### src/rtl/gseq_pkg.sv
package gseq_pkg;
  typedef enum logic [2:0] {
    ST_CLEAR = 3'd0,
    ST_ARM   = 3'd1,
    ST_OPEN  = 3'd2,
    ST_LATCH = 3'd3,
    ST_SHOW  = 3'd4,
    ST_MAN   = 3'd5
  } gseq_state_e;
endpackage

### src/rtl/gseq_rst_sync.sv
module gseq_rst_sync #(
  parameter int STAGES = 2
) (
  input  logic clk,
  input  logic rst_n,
  output logic rst_n_sync
);
  logic [STAGES-1:0] sync_q;

  always_ff @(posedge clk or negedge rst_n) begin
    if (!rst_n) sync_q <= '0;
    else        sync_q <= {sync_q[STAGES-2:0], 1'b1};
  end

  assign rst_n_sync = sync_q[STAGES-1];
endmodule

### src/rtl/gseq_disp_timer.sv
module gseq_disp_timer #(
  parameter int STEP_CYCLES = 100000,
  parameter int STEPS_W     = 7
) (
  input  logic               clk,
  input  logic               rst_n,
  input  logic               run_en,
  input  logic               hold,
  input  logic [STEPS_W-1:0] steps,
  output logic               expired
);
  localparam int PRE_W = $clog2(STEP_CYCLES + 1);

  logic [PRE_W-1:0]   pre_q, pre_d;
  logic [STEPS_W-1:0] step_q, step_d;
  logic [STEPS_W-1:0] steps_eff;
  logic               pre_wrap, last_step, tick_en;

  assign steps_eff = (steps == '0) ? STEPS_W'(1) : steps;
  assign pre_wrap  = (pre_q == PRE_W'(STEP_CYCLES - 1));
  assign last_step = (({1'b0, step_q} + (STEPS_W+1)'(1)) >= {1'b0, steps_eff});
  assign tick_en   = run_en && !hold;
  assign expired   = tick_en && pre_wrap && last_step;

  always_comb begin
    pre_d  = pre_q;
    step_d = step_q;
    if (!run_en) begin
      pre_d  = '0;
      step_d = '0;
    end else if (tick_en) begin
      if (pre_wrap) begin
        pre_d  = '0;
        step_d = step_q + STEPS_W'(1);
      end else begin
        pre_d  = pre_q + PRE_W'(1);
      end
    end
  end

  always_ff @(posedge clk or negedge rst_n) begin
    if (!rst_n) begin
      pre_q  <= '0;
      step_q <= '0;
    end else begin
      pre_q  <= pre_d;
      step_q <= step_d;
    end
  end
endmodule

### src/rtl/gseq_fsm.sv
module gseq_fsm
  import gseq_pkg::*;
(
  input  logic clk,
  input  logic rst_n,
  input  logic manual_i,
  input  logic tb_edge_i,
  input  logic run_i,
  input  logic btn_i,
  input  logic expired,
  output logic mode_man,
  output logic timer_en,
  output logic clear_o,
  output logic gate_o,
  output logic latch_o
);
  gseq_state_e state_q, state_d;
  logic        mode_q, run_q, btn_q;

  always_comb begin
    state_d = state_q;
    if (manual_i != mode_q) begin
      state_d = ST_CLEAR;
    end else begin
      case (state_q)
        ST_CLEAR: state_d = mode_q ? ST_MAN : ST_ARM;
        ST_ARM:   if (tb_edge_i) state_d = ST_OPEN;
        ST_OPEN:  if (tb_edge_i) state_d = ST_LATCH;
        ST_LATCH: state_d = ST_SHOW;
        ST_SHOW:  if (expired) state_d = ST_CLEAR;
        ST_MAN:   state_d = ST_MAN;
        default:  state_d = ST_CLEAR;
      endcase
    end
  end

  always_ff @(posedge clk or negedge rst_n) begin
    if (!rst_n) begin
      state_q <= ST_CLEAR;
      mode_q  <= 1'b0;
      run_q   <= 1'b0;
      btn_q   <= 1'b0;
    end else begin
      state_q <= state_d;
      mode_q  <= manual_i;
      run_q   <= run_i;
      btn_q   <= btn_i;
    end
  end

  assign mode_man = mode_q;
  assign timer_en = (state_q == ST_SHOW);
  assign clear_o  = (state_q == ST_CLEAR) || ((state_q == ST_MAN) && btn_q);
  assign gate_o   = (state_q == ST_OPEN)  || ((state_q == ST_MAN) && run_q);
  assign latch_o  = (state_q == ST_LATCH) || (state_q == ST_MAN);
endmodule

### src/rtl/gate_sequencer.sv
module gate_sequencer #(
  parameter int STEP_CYCLES = 100000,
  parameter int STEPS_W     = 7,
  parameter int SYNC_STAGES = 2
) (
  input  logic               clk,
  input  logic               rst_n,
  input  logic               tb_edge_i,
  input  logic               manual_i,
  input  logic               run_i,
  input  logic               reset_btn_i,
  input  logic               hold_i,
  input  logic [STEPS_W-1:0] disp_steps_i,
  output logic               clear_o,
  output logic               gate_o,
  output logic               latch_o,
  output logic               gate_led_n_o
);
  logic rst_n_s;
  logic mode_man;
  logic timer_en;
  logic expired;

  gseq_rst_sync #(.STAGES(SYNC_STAGES)) u_rst_sync (
    .clk        (clk),
    .rst_n      (rst_n),
    .rst_n_sync (rst_n_s)
  );

  gseq_fsm u_fsm (
    .clk       (clk),
    .rst_n     (rst_n_s),
    .manual_i  (manual_i),
    .tb_edge_i (tb_edge_i),
    .run_i     (run_i),
    .btn_i     (reset_btn_i),
    .expired   (expired),
    .mode_man  (mode_man),
    .timer_en  (timer_en),
    .clear_o   (clear_o),
    .gate_o    (gate_o),
    .latch_o   (latch_o)
  );

  gseq_disp_timer #(.STEP_CYCLES(STEP_CYCLES), .STEPS_W(STEPS_W)) u_timer (
    .clk     (clk),
    .rst_n   (rst_n_s),
    .run_en  (timer_en),
    .hold    (hold_i),
    .steps   (disp_steps_i),
    .expired (expired)
  );

  assign gate_led_n_o = ~gate_o;
endmodule

### config.mk
export PLATFORM = sky130hd
export DESIGN_NAME = gate_sequencer
export DESIGN_NICKNAME = d
export VERILOG_FILES = /design/src/rtl/gseq_pkg.sv /design/src/rtl/gseq_rst_sync.sv /design/src/rtl/gseq_disp_timer.sv /design/src/rtl/gseq_fsm.sv /design/src/rtl/gate_sequencer.sv
export SDC_FILE = /design/constraint.sdc
export NUM_CORES = 1
export LEC_CHECK = 0
export ABC_AREA = 1
export ABC_CLOCK_PERIOD_IN_PS = 3100
export BUFFER_PORTS_ARGS = -buffer_cell sky130_fd_sc_hd__clkbuf_2
export CORE_MARGIN = 10
export CORE_UTILIZATION = 50
export DETAILED_ROUTE_END_ITERATION = 6
export GPL_ROUTABILITY_DRIVEN = 0
export GPL_TIMING_DRIVEN = 0
export MAX_ROUTING_LAYER = met4
export PLACE_DENSITY = 0.69
export SETUP_SLACK_MARGIN = 0.05
export SLEW_MARGIN = 20
export SYNTH_ARGS = -nofsm -noshare
export SYNTH_HDL_FRONTEND = slang
export SYNTH_SLANG_ARGS = --single-unit
### constraint.sdc
create_clock -name clk -period 3.1 [get_ports clk]
set_input_delay 0.62 -clock clk [delete_from_list [all_inputs] [get_ports clk]]
set_output_delay 0.62 -clock clk [all_outputs]
set_load 0.1 [all_outputs]
==> impl_results.rst <==
.. list-table::
   :header-rows: 1

   * - Metric
     - Value
   * - Worst flop-to-flop path endpoint
     - u_fsm.state_q[0]$_DFFE_PN0P_
   * - CP required
     - 2.48 ns
   * - Final Instance Count excl. Fillers
     - 330
   * - Yosys warning count
     - 0
   * - Upper clock frequency limit
     - 437 MHz
   * - Wire length reported by the detailed router
     - 3970 microns
   * - Count of boundary I/O pins
     - 18
   * - Switching power as a share of total power
     - 0.388
   * - CTS tree
     - done
   * - Yosys cell types
     - 30
   * - Layout Skew
     - 0.00338 ns
   * - Worst min path class
     - in -> async
   * - Number of flip-flops and latches in the synthesized netlist
     - 32
   * - Overall fraction of global-route tracks in use
     - 0.129
   * - Clock Tree Root
     - clkbuf_8
   * - Standard cell core area
     - 0.00372 sq mm
   * - Share of the synthesized area in the top cell type
     - 0.412
   * - Status
     - complete, no violations
   * - Area occupied by multi-input gates
     - 950 sq um
   * - Total die area
     - 0.00678 sq mm
   * - Filler cell count
     - 343
   * - Area of the mapped netlist
     - 0.00194 sq mm
   * - Cts bufs inserted
     - 5
   * - Fraction of the cycle the final worst path needs
     - 0.739
   * - Vias per cell
     - 4.99
   * - Peak supply drop
     - 270 uV
   * - Hold violation count in the final report
     - 0
   * - Vias
     - 1,647
   * - CTS Buffer Depth
     - 2
   * - Horizontal die dimension
     - 82.3 microns
   * - Setup TNS
     - 0 ns
   * - Power per unit of standard cell area
     - 612 mW/mm^2
   * - Vias in the first global route
     - 1,672
   * - Final number of max-transition violations
     - 0
   * - Global route overflow
     - 0
   * - Measured slew at the worst slew-check pin
     - 0.653 ns
   * - Unrepaired setup endpoints after global routing
     - no
   * - Static Leak
     - 1.09 nW
   * - Share of the yosys chip area belonging to registers
     - 0.412
   * - Antenna violations before repair
     - 0
   * - Mean Syn Cell Area
     - 7.56 sq um
   * - Synthesized net count
     - 280
   * - Switching power summed over all nets
     - 0.527 mW
   * - Number of cells upsized or downsized after cts
     - 0
   * - Deepest level of the CTS H-tree
     - 2
   * - Reg-to-reg critical path startpoint
     - u_timer.step_q[0]$_DFFE_PN0P_
   * - Setup violation total in the final timing report
     - 0
   * - Cell count after synthesis
     - 257
   * - Worst-case register-to-register setup slack
     - 1.08 ns
   * - Layout overhead on the synthesized area
     - 14.2%
   * - Leading area contributor after synthesis
     - dfrtp_1
   * - Total clock sinks
     - 32
   * - Fraction of layout instances using a drive strength above 1
     - 0.160
   * - Worst EP arrival
     - 1.67 ns
   * - Register clock-pin slew on the reported worst setup and hold paths
     - 0.07 ns
   * - IO buf count
     - 17
   * - Buffers inserted during post-CTS setup optimization
     - 0
   * - Final core occ
     - 0.597
   * - Tightest slew margin relative to the limit
     - 0.565
   * - Clock network power share
     - 0.324
   * - Site row count
     - 22
   * - Global-route wire length before repair
     - 6850 microns
   * - Hold buffers post-CTS
     - 0
   * - Class of the most critical setup path
     - reg -> out
   * - Largest net degree at the start of global routing
     - 31
   * - Kind of end point of the critical path
     - output port
   * - # placed instances
     - 322
   * - Ant. Diodes
     - 0
   * - Fraction of power consumed by combinational cells
     - 0.331
   * - Kind of start point of the critical path
     - register
   * - DR WL/cell
     - 12.0 microns
   * - Clock latency on the worst-skew pair
     - 0.28 ns
   * - Maximum fanout count along the critical path
     - 4
   * - Die Height
     - 82.3 microns
   * - Storage element area
     - 802 sq um
   * - Clock period minus final worst setup slack
     - 2.29 ns
   * - Final Hold Slack
     - 0.110 ns
   * - Register share of total power
     - 0.345
   * - # nets final
     - 304
   * - DRC errors left
     - 0
   * - Worst reg-to-reg path cell count
     - 14
   * - First-iteration detailed-routing DRC count
     - 77
   * - Initial Util
     - 0.523
   * - Drt pass-1 iters
     - 4
   * - Internal power summed over all cells
     - 0.831 mW
   * - Count of max-cap constraint violations
     - 0
   * - Post-DP HPWL
     - 3100 microns
   * - Antenna Violating Nets Remaining
     - 0
   * - Most area-consuming cells after synthesis
     - dfrtp_1 (41%), nand2_1 (10%), inv_1 (8.1%), nor2_1 (6.2%), ha_1 (5.8%)
-- cell type report --
| cell class | instances | area share |
|---|---|---|
| multi-input cells | 177 | 0.428 |
| flip-flops and latches | 32 | 0.362 |
| inverters | 46 | 0.0778 |
| clock buffers | 7 | 0.0434 |
| repair buffers | 17 | 0.0384 |
| well taps | 48 | 0.0271 |
| clock inverters | 1 | 0.0135 |
| plain buffers | 2 | 0.0102 |
-- routing by layer --
layer  GRT usage  wire length (microns)  part of all wire  vias to the layer above
met2       0.219                   1880              0.47                       31
met5           -                      0                 0                        -
met4      0.0544                     57             0.014                        0
met1       0.146                   1810              0.46                      746
li1            -                      -                 -                      865
met3      0.0248                    217             0.055                        5
-- cells in the final DEF (no fill, tap or decap), types with 2 or more instances in the layout --
| cell type | netlist | final |
|---|---|---|
| nand2_1 | 53 | 53 |
| inv_1 | 42 | 42 |
| nor2_1 | 32 | 32 |
| dfrtp_1 | 32 | 31 |
| clkbuf_2 | 0 | 17 |
| nand3_1 | 14 | 14 |
| a21oi_1 | 9 | 9 |
| ha_1 | 9 | 9 |
| nand4_1 | 8 | 8 |
| o21ai_1 | 7 | 8 |
| o21ai_0 | 10 | 8 |
| clkbuf_8 | 0 | 7 |
| xor2_1 | 6 | 6 |
| nor2_2 | 6 | 6 |
| xnor2_1 | 3 | 3 |
| inv_2 | 3 | 3 |
| nand2_2 | 3 | 3 |
| a22o_1 | 3 | 3 |
| nor3_1 | 2 | 2 |
| buf_6 | 2 | 2 |
| o22ai_1 | 2 | 2 |
-- per-stage QoR --
| stage | instance area, sq um | setup slack, ns | power (mW) |
|---|---|---|---|
| floorplan | 1950 | 0.263 | 0.836 |
| global route | 2220 | 0.720 | 1.42 |
| global placement | 2090 | 0.931 | 0.927 |
| CTS | 2220 | 0.801 | 1.38 |
| detailed placement | 2090 | 0.921 | 0.932 |
| finish | 2220 | 0.810 | 1.36 |
-- worst max-delay path, stage by stage (launching register included) --
cell      delay, ns
dfrtp_1        0.39
inv_1          0.05
nor2_1         0.17
nand2_1        0.14
o21ai_1        0.14
clkbuf_2       0.49
-- kinds of logic after synthesis --
family                   Yosys count  share of synthesized area
buffers and inverters             48                      0.101
XOR/XNOR                           9                     0.0406
flip-flops                        32                      0.412
adder cells (fa/ha/maj)            9                     0.0580
multiplexers                       1                    0.00515
other                              1                    0.00193
AO/OA/AOI/OAI                     33                     0.0947
AND/OR/NAND/NOR                  124                      0.287
-- synthesized netlist by cell type --
cell and number:
a21oi_1 9, a22o_1 3, a31o_2 1, a31oi_1 1, and3_1 1, buf_6 2, clkinv_1 1, conb_1 1
dfrtp_1 32, ha_1 9, inv_1 42, inv_2 3, mux2i_1 1, nand2_1 53, nand2_2 3, nand2_4 1
nand3_1 14, nand3_2 1, nand3b_1 1, nand4_1 8, nor2_1 32, nor2_2 6, nor3_1 2, nor3_2 1
nor4_1 1, o21ai_0 10, o21ai_1 7, o22ai_1 2, xnor2_1 3, xor2_1 6
-- power by group through the flow --
stage / Clock, mW / Sequential, mW / Combinational (mW)
after floorplan: 0 / 0.469 / 0.367
after global placement: 0 / 0.476 / 0.451
after detailed placement: 0 / 0.477 / 0.456
after CTS: 0.452 / 0.469 / 0.456
after global routing: 0.461 / 0.472 / 0.489
final: 0.440 / 0.468 / 0.450
-- sequential cells by signal, indices dropped and copies added, names as in the netlist --
| name | flops |
|---|---|
| u_timer.pre_q | 17 |
| u_timer.step_q | 7 |
| u_fsm.state_q | 3 |
| u_rst_sync.sync_q | 2 |
| u_fsm.btn_q | 1 |
| u_fsm.mode_man | 1 |
| u_fsm.run_q | 1 |
-- worst max path at each step --
stage               cells after the start                          from                      endpoint  slack [ns]
floorplan                               4  u_fsm.state_q[1]$_DFFE_PN0P_                  gate_led_n_o        0.26
global placement                       14               disp_steps_i[2]  u_fsm.state_q[0]$_DFFE_PN0P_        0.93
detailed placement                     14               disp_steps_i[2]  u_fsm.state_q[0]$_DFFE_PN0P_        0.92
CTS                                     5  u_fsm.state_q[0]$_DFFE_PN0P_                       latch_o        0.80
global route                            4  u_fsm.state_q[2]$_DFFE_PN0P_                        gate_o        0.72
finish                                  5  u_fsm.state_q[0]$_DFFE_PN0P_                       latch_o        0.81
No activity file was read; power rests on OpenSTA's default activity.
